**src/rtl/amp_ctl_pkg.sv**
```systemverilog
package amp_ctl_pkg;

    localparam int BYTE_W   = 8;
    localparam int SUB_W    = 4;
    localparam int CNT_W    = 4;

    localparam int GAIN_BIT = 7;
    localparam int AGC_BIT  = 3;
    localparam int SAVE_BIT = 2;
    localparam int STBY_BIT = 1;

    typedef enum logic [3:0] {
        ST_IDLE,
        ST_ADDR,
        ST_ADDR_ACK,
        ST_SUB,
        ST_SUB_ACK,
        ST_WDATA,
        ST_WDATA_ACK,
        ST_RDATA,
        ST_RACK
    } link_state_e;

    typedef struct packed {
        logic scl_rise;
        logic scl_fall;
        logic start;
        logic stop;
        logic sda;
    } bus_evt_t;

    typedef struct packed {
        logic       gain_hi;
        logic       agc_on;
        logic       spk_mute;
        logic       stby;
        logic [1:0] atk;
        logic [2:0] rec;
        logic [2:0] lvl;
    } amp_cfg_t;

    function automatic amp_cfg_t decode_cfg(input logic [BYTE_W-1:0] mode_r,
                                            input logic [BYTE_W-1:0] agc_r);
        amp_cfg_t c;
        c.gain_hi  = mode_r[GAIN_BIT];
        c.agc_on   = mode_r[AGC_BIT];
        c.spk_mute = ~mode_r[SAVE_BIT];
        c.stby     = ~mode_r[STBY_BIT];
        c.atk      = agc_r[1:0];
        c.rec      = agc_r[4:2];
        c.lvl      = agc_r[7:5];
        return c;
    endfunction

endpackage

```
**src/rtl/amp_ctl_sync.sv**
```systemverilog
module amp_ctl_sync
    import amp_ctl_pkg::*;
#(
    parameter int STAGES = 2
) (
    input  logic     clk,
    input  logic     rst,
    input  logic     scl_i,
    input  logic     sda_i,
    output bus_evt_t evt
);
    localparam int LINES = 2;
    localparam int SCL_L = 1;
    localparam int SDA_L = 0;

    logic [LINES-1:0] raw;
    logic [LINES-1:0] now;
    logic [LINES-1:0] last;

    assign raw = {scl_i, sda_i};

    for (genvar g = 0; g < LINES; g++) begin : g_line
        logic [STAGES-1:0] chain;
        always_ff @(posedge clk) begin
            if (rst) chain <= '1;
            else     chain <= {chain[STAGES-2:0], raw[g]};
        end
        assign now[g] = chain[STAGES-1];
    end

    always_ff @(posedge clk) begin
        if (rst) last <= '1;
        else     last <= now;
    end

    always_comb begin
        evt.scl_rise = now[SCL_L] & ~last[SCL_L];
        evt.scl_fall = ~now[SCL_L] & last[SCL_L];
        evt.start    = now[SCL_L] & last[SCL_L] & last[SDA_L] & ~now[SDA_L];
        evt.stop     = now[SCL_L] & last[SCL_L] & ~last[SDA_L] & now[SDA_L];
        evt.sda      = now[SDA_L];
    end

endmodule

```
**src/rtl/amp_ctl_regs.sv**
```systemverilog
module amp_ctl_regs
    import amp_ctl_pkg::*;
#(
    parameter int NUM_REGS = 3
) (
    input  logic                               clk,
    input  logic                               rst,
    input  logic                               wr_en,
    input  logic [SUB_W-1:0]                   wr_idx,
    input  logic [BYTE_W-1:0]                  wr_data,
    output logic [NUM_REGS-1:0][BYTE_W-1:0]    bank,
    output amp_cfg_t                           cfg
);
    for (genvar g = 0; g < NUM_REGS; g++) begin : g_reg
        always_ff @(posedge clk) begin
            if (rst)                                bank[g] <= '0;
            else if (wr_en && wr_idx == SUB_W'(g))  bank[g] <= wr_data;
        end
    end

    assign cfg = decode_cfg(bank[0], bank[1]);

endmodule

```
**src/rtl/amp_ctl_fsm.sv**
```systemverilog
module amp_ctl_fsm
    import amp_ctl_pkg::*;
#(
    parameter logic [6:0] DEV_ADDR = 7'h5B,
    parameter int         NUM_REGS = 3
) (
    input  logic                            clk,
    input  logic                            rst,
    input  bus_evt_t                        evt,
    input  logic [NUM_REGS-1:0][BYTE_W-1:0] bank,
    output logic                            sda_oe,
    output logic                            wr_en,
    output logic [SUB_W-1:0]                wr_idx,
    output logic [BYTE_W-1:0]               wr_data
);
    localparam int IDX_W = (NUM_REGS > 1) ? $clog2(NUM_REGS) : 1;
    localparam logic [CNT_W-1:0] FULL  = CNT_W'(BYTE_W);
    localparam logic [CNT_W-1:0] LASTB = CNT_W'(BYTE_W - 1);

    link_state_e         state;
    logic [CNT_W-1:0]    cnt;
    logic [BYTE_W-1:0]   shreg;
    logic                rw;
    logic [SUB_W-1:0]    ptr;
    logic [IDX_W-1:0]    rd_idx;
    logic [IDX_W-1:0]    next_idx;

    assign next_idx = (rd_idx == IDX_W'(NUM_REGS - 1)) ? '0 : rd_idx + 1'b1;

    always_ff @(posedge clk) begin
        if (rst) begin
            state   <= ST_IDLE;
            cnt     <= '0;
            shreg   <= '0;
            sda_oe  <= 1'b0;
            rw      <= 1'b0;
            ptr     <= '0;
            rd_idx  <= '0;
            wr_en   <= 1'b0;
            wr_idx  <= '0;
            wr_data <= '0;
        end else begin
            wr_en <= 1'b0;
            if (evt.start) begin
                state  <= ST_ADDR;
                cnt    <= '0;
                sda_oe <= 1'b0;
            end else if (evt.stop) begin
                state  <= ST_IDLE;
                sda_oe <= 1'b0;
            end else begin
                case (state)
                    ST_ADDR, ST_SUB, ST_WDATA: begin
                        if (evt.scl_rise && cnt != FULL) begin
                            shreg <= {shreg[BYTE_W-2:0], evt.sda};
                            cnt   <= cnt + 1'b1;
                        end else if (evt.scl_fall && cnt == FULL) begin
                            cnt <= '0;
                            if (state == ST_ADDR) begin
                                if (shreg[BYTE_W-1:1] == DEV_ADDR) begin
                                    sda_oe <= 1'b1;
                                    rw     <= shreg[0];
                                    state  <= ST_ADDR_ACK;
                                end else begin
                                    state  <= ST_IDLE;
                                end
                            end else if (state == ST_SUB) begin
                                ptr    <= shreg[SUB_W-1:0];
                                sda_oe <= 1'b1;
                                state  <= ST_SUB_ACK;
                            end else begin
                                if (ptr < SUB_W'(NUM_REGS)) begin
                                    sda_oe  <= 1'b1;
                                    wr_en   <= 1'b1;
                                    wr_idx  <= ptr;
                                    wr_data <= shreg;
                                    ptr     <= ptr + 1'b1;
                                end
                                state <= ST_WDATA_ACK;
                            end
                        end
                    end
                    ST_ADDR_ACK: begin
                        if (evt.scl_fall) begin
                            if (rw) begin
                                rd_idx <= '0;
                                shreg  <= bank[0];
                                sda_oe <= ~bank[0][BYTE_W-1];
                                state  <= ST_RDATA;
                            end else begin
                                sda_oe <= 1'b0;
                                state  <= ST_SUB;
                            end
                        end
                    end
                    ST_SUB_ACK, ST_WDATA_ACK: begin
                        if (evt.scl_fall) begin
                            sda_oe <= 1'b0;
                            state  <= ST_WDATA;
                        end
                    end
                    ST_RDATA: begin
                        if (evt.scl_fall) begin
                            if (cnt == LASTB) begin
                                sda_oe <= 1'b0;
                                cnt    <= '0;
                                state  <= ST_RACK;
                            end else begin
                                shreg  <= {shreg[BYTE_W-2:0], 1'b0};
                                sda_oe <= ~shreg[BYTE_W-2];
                                cnt    <= cnt + 1'b1;
                            end
                        end
                    end
                    ST_RACK: begin
                        if (evt.scl_rise && evt.sda) begin
                            state <= ST_IDLE;
                        end else if (evt.scl_fall) begin
                            rd_idx <= next_idx;
                            shreg  <= bank[next_idx];
                            sda_oe <= ~bank[next_idx][BYTE_W-1];
                            state  <= ST_RDATA;
                        end
                    end
                    default: ;
                endcase
            end
        end
    end

endmodule

```
**src/rtl/amp_ctl_i2c.sv**
```systemverilog
module amp_ctl_i2c
    import amp_ctl_pkg::*;
#(
    parameter logic [6:0] DEV_ADDR    = 7'h5B,
    parameter int         NUM_REGS    = 3,
    parameter int         SYNC_STAGES = 2
) (
    input  logic       clk,
    input  logic       rst,
    input  logic       scl_i,
    input  logic       sda_i,
    output logic       sda_oe,
    output logic       gain_hi,
    output logic       agc_on,
    output logic       spk_mute,
    output logic       stby,
    output logic [1:0] atk_code,
    output logic [2:0] rec_code,
    output logic [2:0] lvl_code
);
    bus_evt_t                        bus_evt;
    logic [NUM_REGS-1:0][BYTE_W-1:0] bank;
    amp_cfg_t                        cfg;
    logic                            wr_en;
    logic [SUB_W-1:0]                wr_idx;
    logic [BYTE_W-1:0]               wr_data;
    logic                            stop_seen;

    assign stop_seen = bus_evt.stop;

    amp_ctl_sync #(.STAGES(SYNC_STAGES)) u_sync (
        .clk   (clk),
        .rst   (rst),
        .scl_i (scl_i),
        .sda_i (sda_i),
        .evt   (bus_evt)
    );

    amp_ctl_fsm #(.DEV_ADDR(DEV_ADDR), .NUM_REGS(NUM_REGS)) u_fsm (
        .clk     (clk),
        .rst     (rst),
        .evt     (bus_evt),
        .bank    (bank),
        .sda_oe  (sda_oe),
        .wr_en   (wr_en),
        .wr_idx  (wr_idx),
        .wr_data (wr_data)
    );

    amp_ctl_regs #(.NUM_REGS(NUM_REGS)) u_regs (
        .clk     (clk),
        .rst     (rst),
        .wr_en   (wr_en),
        .wr_idx  (wr_idx),
        .wr_data (wr_data),
        .bank    (bank),
        .cfg     (cfg)
    );

    assign gain_hi  = cfg.gain_hi;
    assign agc_on   = cfg.agc_on;
    assign spk_mute = cfg.spk_mute;
    assign stby     = cfg.stby;
    assign atk_code = cfg.atk;
    assign rec_code = cfg.rec;
    assign lvl_code = cfg.lvl;

endmodule

```
**config.mk**
```make
export PLATFORM = sky130hd
export DESIGN_NAME = amp_ctl_i2c
export DESIGN_NICKNAME = d
export VERILOG_FILES = /design/src/rtl/amp_ctl_pkg.sv /design/src/rtl/amp_ctl_sync.sv /design/src/rtl/amp_ctl_regs.sv /design/src/rtl/amp_ctl_fsm.sv /design/src/rtl/amp_ctl_i2c.sv
export SDC_FILE = /design/constraint.sdc
export NUM_CORES = 1
export LEC_CHECK = 0
export ABC_CLOCK_PERIOD_IN_PS = 2100
export CORE_AREA = 2 2 93 86
export DETAILED_ROUTE_END_ITERATION = 10
export DIE_AREA = 0 0 95 88
export GPL_TIMING_DRIVEN = 0
export PLACE_DENSITY = 0.79
export SLEW_MARGIN = 20
export SYNTH_ARGS = -nofsm -noshare
export SYNTH_HDL_FRONTEND = slang
export SYNTH_HIERARCHICAL = 1
export SYNTH_SLANG_ARGS = --single-unit
```
**constraint.sdc**
```tcl
create_clock -name clk -period 2.1 [get_ports clk]
set_clock_uncertainty 0.1 [all_clocks]
set_input_delay 0.42 -clock clk [delete_from_list [all_inputs] [get_ports clk]]
set_output_delay 0.42 -clock clk [all_outputs]
set_load 0.01 [all_outputs]
```
==> parameters.txt, run 1 <==
Parameter                              Value

Outcome
  Result of the run    complete, but fails checks
  Violations in the final reports    negative setup slack

Finish
  Core Util, Final    59.3%
  Antenna fix cells    0
  Final Instance Area    0.00439 mm^2
  Most frequent standard cell in the layout excluding fill and tap cells    dfxtp_1
  Combined flip-flop and latch cell area    0.00136 mm^2
  Area of the multi-input gates    0.00215 mm^2
  Relative area change from synthesis to final layout    22.0%
  Leading cell types in the layout, fill and taps excluded    60 x dfxtp_1, 46 x mux2i_1, 36 x nand2b_1
  Layout cells sized above 1    23.6%
  Fill cell instance count of the final layout    617
  Count of nets after finishing    443

STA
  Max Clk Rate    425 MHz
  Fin. max-slew vios    0
  Hold Fails Final Rpt    0
  Final period demand of the worst path    2.35 ns
  Final setup vio count    14
  Worst setup slack after layout    -0.255 ns
  Final worst-path cycle share    112%
  Final TNS setup    -2.83 ns
  Unrepaired setup endpoints after global routing    true
  Slew at the pin closest to its max-slew limit    0.541 ns
  Max-Slew Margin vs Limit    63.5%

Clock network
  Hold_buf cts    0
  Clock latency reported for the late side of the worst-skew pair    0.35 ns
  Number of clock sinks    67
  H-tree Lvls    3
  TritonCTS clock tree    yes
  Worst-path clk slew    0.07 ns
  Total CTS buffers    9
  Maximum clock insertion buffer count    2
  Root Buffer Master    clkbuf_8

Drt
  Total length of routed wires    9.47 mm
  DR vias    3,243
  Total iterations of the first detailed-routing run    5
  Starting DRC count in detailed routing    356
  Count of nets left with antenna violations after detail routing    0
  Vias per inst    6.05
  Avg WL per Cell    17.7 um
  Final routed DRC violation total    0

Synth
  EDFF count, synth    0
  Sequential-to-total area share from yosys stat    37.3%
  Mapped Cells    397
  Ys async rst share    0%
  Ys flop type    dfxtp_1
  Number of warnings reported in the yosys synthesis log    6
  Avg Synthesized Cell Area    9.06 um^2
  Post-Synthesis Net Count    404
  Area of the mapped netlist    0.00360 mm^2
  Count of state elements after synthesis    67
  Synth unique cells    61

Setup path
  Endpoint type of the worst setup path    register
  Combined buffer and inverter count along the critical path    2
  Largest fanout on the critical path    5
  Kind of start point of the critical path    register
  Worst reg-to-reg path cell count    8
  CP Data Required Time    2.23 ns
  Crit path cell chain    and4b_2 -> or3b_4 -> or4b_4 -> nor2_4 -> buf_4 -> buf_16 -> mux2i_1 -> nor2_1
  Worst path top cell family by delay    simple AND/OR/NAND/NOR gates
  Critical-path top delay cell    or4b_4
  Critical Path AT    2.48 ns
  Critical path depth    8
  Worst setup path class    reg -> reg
  CP peak stage delay    0.54 ns

Floorplan
  Boundary pin count    17
  Starting Density    48.6%
  Overall die area    0.00836 mm^2
  Die extent in y    88 um
  Floorplan core area    0.00739 mm^2
  Die X-Extent    95 um
  Rows    30

Power
  Power spent charging and discharging nets    0.550 mW
  Cell-internal power    1.93 mW
  Post-layout power    2.48 mW
  Largest voltage drop on the vdd net    0.325 mV
  Logic pwr share    4.6%
  Power density normalized to cell area    565 mW/mm^2
  Switching part of the total    22.2%
  Share of total power in the clock network    43.7%
  Cell leakage power    1.59 nW
  Flop pwr share    51.7%

Global routing
  Number of antenna violations at the first check in global routing    0
  Total global routing overflow    0
  Largest net degree at the start of global routing    15
  Vias in the first global route    3,246
  Global-route wire length before repair    15.3 mm
  Tot GR Track Use    23.5%

Run
  Max Cap Violations    0

Place
  DP Worst Slack    -0.315 ns
  Sum of net half-perimeters after detailed placement    6.23 mm
  Placer Congestion    0.975
  Number of input and output port buffers inserted    16
  DP Area    0.00388 mm^2

Min path
  Cell count of the worst hold path    1
  Class of the tightest hold or removal check    reg -> reg
sequential cells by signal (all words and copies together), names as in the netlist:
| register | count |
|---|---|
| u_fsm/ptr | 4 |
| u_fsm/shreg | 8 |
| u_fsm/sda_oe | 1 |
| u_sync/g_line.chain | 4 |
| u_fsm/wr_data | 8 |
| u_fsm/rd_idx | 2 |
| u_fsm/cnt | 4 |
| u_regs/bank | 24 |
| u_sync/last | 2 |
| u_fsm/wr_en | 1 |
| u_fsm/wr_idx | 4 |
| u_fsm/rw | 1 |
| u_fsm/state | 4 |
synthesized netlist by cell type (6+ instances only):
cell type  number  area [um^2]
nor3_1         13         65.1
nand2_1        18         67.6
dfxtp_1        67         1340
inv_1           9         33.8
o21ai_0         7         35.0
o311ai_0        7         61.3
nor2_1         24         90.1
buf_2           7         35.0
nand3_1        16         80.1
o211ai_1       10         75.1
a21oi_1        13         65.1
buf_4          13         97.6
nor4_1          6         37.5
a31oi_1         7         43.8
nand2b_1       38          238
clkbuf_1       13         48.8
or2_1           6         37.5
nor2b_1         6         37.5
mux2i_1        46          460
layer usage:
| metal | global-route usage (%) | wire, um | vias up |
|---|---|---|---|
| met5 | 0 | 0 | - |
| met3 | 4.13 | 568 | 33 |
| met4 | 11.2 | 266 | 0 |
| met1 | 28.6 | 4060 | 1546 |
| met2 | 40.2 | 4580 | 152 |
| li1 | - | - | 1512 |
cells by family (layout without fill, tap and decap cells):
family                   count (synthesis)  count (layout)  share of synthesized area [%]
flip-flops                              67              67                           37.3
AO/OA/AOI/OAI                           71              71                           14.2
adder cells (fa/ha/maj)                  3               3                           1.04
buffers and inverters                   45              88                           6.96
AND/OR/NAND/NOR                        163             163                           27.1
multiplexers                            48              48                           13.4
final timing paths:
| kind | startpoint | end | slack [ns] |
|---|---|---|---|
| max reg2reg | u_sync/g_line[1].chain[1] | u_fsm/wr_data[5] | -0.25 |
| min reg2reg | u_sync/g_line[0].chain[0] | u_sync/g_line[0].chain[1] | 0.31 |
| min | u_sync/g_line[0].chain[0] | u_sync/g_line[0].chain[1] | 0.31 |
| max | u_sync/g_line[1].chain[1] | u_fsm/wr_data[5] | -0.25 |
power by group through the flow:
stage          sequential (mW)  combinational (mW)  clock [mW]
2_1_floorplan             1.31              0.0652           0
6_report                  1.28               0.114        1.08
5_1_grt                   1.28               0.121        1.14
4_1_cts                   1.28               0.104        1.09
3_5_place_dp              1.31              0.0937           0
3_3_place_gp              1.31              0.0917           0
cell type report:
cell class	instances	share of cell area [%]
plain buffers	30	4.73
clock buffers	13	3.62
clock inverters	2	0.798
inverters	9	0.770
multi-input cells	285	49.1
flip-flops and latches	67	30.9
well taps	96	2.74
repair buffers	34	7.36
through the flow:
| stage | cells | hold WS, ns |
|---|---|---|
| floorplan | 397 | 0.283 |
| detailed placement | 509 | 0.300 |
| global placement | 509 | 0.286 |
| finish | 536 | 0.314 |
| global route | 536 | 0.331 |
| CTS | 535 | 0.316 |
timing repair:
item                                    4_1_cts  5_1_grt
endpoints found under the setup margin       27       32
gates cloned                                  1        0
pin swaps                                     7        9
resized for setup                            21       36
buffers inserted                             13        5
Power figures use the tool's default switching activity.
==> inputs of run 2 (changes only) <==
Settings changed: ABC_CLOCK_PERIOD_IN_PS 2100 to 2000, SETUP_SLACK_MARGIN from default to 0.15.
Clock period 2.1 ns to 2 ns, I/O delays scaled along.
==> run 2 against run 1 <==
Net effect: the flow still finishes with violations (negative setup slack); flip-flop and latch count unchanged; non-clock buffer count increased by 23; sequential power increased by 5%; global-route usage increased by 0.37 points; final area increased by 10%; setup slack got worse by 0.17 ns; final cell count increased by 4.7%; worst hold slack improved by 0.0011 ns; die area unchanged; sequential share of layout area decreased by 2.5 points.
==> parameters.txt, run 2 (synthesis results as in run 1) <==
Parameter                              Value

Power
  Cell leakage power    1.80 nW
  Post-layout power    2.77 mW
  Largest voltage drop on the vdd net    0.382 mV
  Power density normalized to cell area    575 mW/mm^2

Drt
  Final routed DRC violation total    0
  Vias per inst    6.16
  Count of nets left with antenna violations after detail routing    0
  Total iterations of the first detailed-routing run    6
  Starting DRC count in detailed routing    379
  Avg WL per Cell    18.5 um
  DR vias    3,456
  Total length of routed wires    10.4 mm

Setup path
  Reg-to-reg setup timing slack    -0.42 ns
  CP peak stage delay    0.55 ns
  Worst setup path class    reg -> reg
  CP Data Required Time    2.14 ns
  Critical Path AT    2.56 ns
  Kind of start point of the critical path    register
  Critical-path top delay cell    or4b_4
  Largest fanout on the critical path    5
  Crit path cell chain    and4b_2 -> or3b_4 -> or4b_4 -> buf_6 -> nor4_4 -> mux2i_1 -> nor2_1
  Endpoint type of the worst setup path    register

Finish
  Fill cell instance count of the final layout    514
  Antenna fix cells    0
  Number of flip-flops in the largest register    24
  Most frequent standard cell in the layout excluding fill and tap cells    dfxtp_1
  Count of nets after finishing    467
  Final Instance Area    0.00482 mm^2
  Relative area change from synthesis to final layout    34.2%
  Layout cells sized above 1    35.5%
  Leading cell types in the layout, fill and taps excluded    49 x dfxtp_1, 46 x mux2i_1, 41 x buf_4
  Leading registers by flop count    u_regs/bank: 24 flops, u_fsm/shreg: 8 flops, u_fsm/wr_data: 8 flops
  Number of non-filler instances in the completed layout    561
  Top register by number of flip-flops    u_regs/bank
  Core Util, Final    65.2%

Place
  Sum of net half-perimeters after detailed placement    6.21 mm
  Placer Congestion    0.957
  Number of input and output port buffers inserted    16
  Cell count after placement    509
  DP Worst Slack    -0.438 ns
  DP Area    0.00389 mm^2

Clock network
  TritonCTS clock tree    yes
  H-tree Lvls    3
  Number of clock sinks    67
  Worst-path clk slew    0.08 ns
  Maximum clock insertion buffer count    2
  Hold_buf cts    0
  Total CTS buffers    9
  Clock latency reported for the late side of the worst-skew pair    0.35 ns
  Root Buffer Master    clkbuf_8

Global routing
  Global-route wire length before repair    15.6 mm
  Total global routing overflow    0
  Tot GR Track Use    23.8%
  Largest net degree at the start of global routing    15
  Vias in the first global route    3,245
  Number of antenna violations at the first check in global routing    0

STA
  Final TNS setup    -4.84 ns
  Fin. max-slew vios    0
  Final period demand of the worst path    2.42 ns
  Hold slack final    0.315 ns
  Hold Fails Final Rpt    0
  Slew at the pin closest to its max-slew limit    0.690 ns
  Final worst-path cycle share    121%
  Worst setup slack after layout    -0.421 ns
  Unrepaired setup endpoints after global routing    true
  Max Clk Rate    413 MHz
  Max-Slew Margin vs Limit    54.0%
  Final setup vio count    25

Outcome
  Result of the run    complete, but fails checks
  Violations in the final reports    negative setup slack

Floorplan
  Die extent in y    88 um
  Starting Density    48.6%
  Rows    30
  Boundary pin count    17
  Overall die area    0.00836 mm^2
  Floorplan core area    0.00739 mm^2
  Die X-Extent    95 um

Min path
  Class of the tightest hold or removal check    reg -> reg

Run
  Max Cap Violations    0
==> run 2: cell types whose count changed in the layout (fill, tap and decap cells not counted), sizes merged <==
| cell | change |
|---|---|
| buf | +22 |
| bufinv | +1 |
| clkinv | +1 |
| clkinvlp | +2 |
| dlymetal6s2s | +2 |
| clkdlybuf4s50 | -3 |
| dlygate4sd2 | +1 |
| a21oi | +1 |
| clkbuf | -2 |
==> run 2: area by class of cell <==
class / count / area (um^2) / share of cell area (%)
Sequential cell: 67 / 1370 / 28.4
Clock inverter: 6 / 88.8 / 1.84
Buffer: 36 / 273 / 5.65
Clock buffer: 10 / 138 / 2.85
Inverter: 9 / 33.8 / 0.700
Multi-Input combinational cell: 286 / 2340 / 48.4
Tap cell: 96 / 120 / 2.49
Timing Repair Buffer: 51 / 464 / 9.62
==> run 2: routing by layer <==
layer  global-route usage, %  part of all wire [%]
met3                    3.36                   7.8
met5                       0                     0
met2                    39.3                    47
met4                    12.3                   4.0
met1                    30.6                    41
==> run 2: power breakdown <==
part           switching, mW  internal, mW  leakage [nW]
Sequential           0.00761          1.34         0.548
Combinational         0.0802        0.0579          1.15
Clock                  0.554         0.736         0.108
Total                  0.642          2.13          1.80
==> run 2: critical path: cells and delay by family (launching register included) <==
kind          cells  cell delay, ns
simple gates      5            1.41
buf+inv           1            0.15
mux               1            0.29
flops             1            0.36
==> run 2: worst paths after layout <==
path | from | to | cells after the start
setup / recovery | u_sync/g_line[1].chain[1] | u_fsm/rw | 7
hold / removal | u_sync/g_line[1].chain[0] | u_sync/g_line[1].chain[1] | 1
setup reg to reg | u_sync/g_line[1].chain[1] | u_fsm/rw | 7
hold reg to reg | u_sync/g_line[1].chain[0] | u_sync/g_line[1].chain[1] | 1
==> run 2: repair_timing <==
action                     4_1_cts  5_1_grt
pin swaps                       11       16
setup endpoints to repair       39       44
gates resized for setup         76       46
buffers inserted                28        7
gates cloned                     1        0
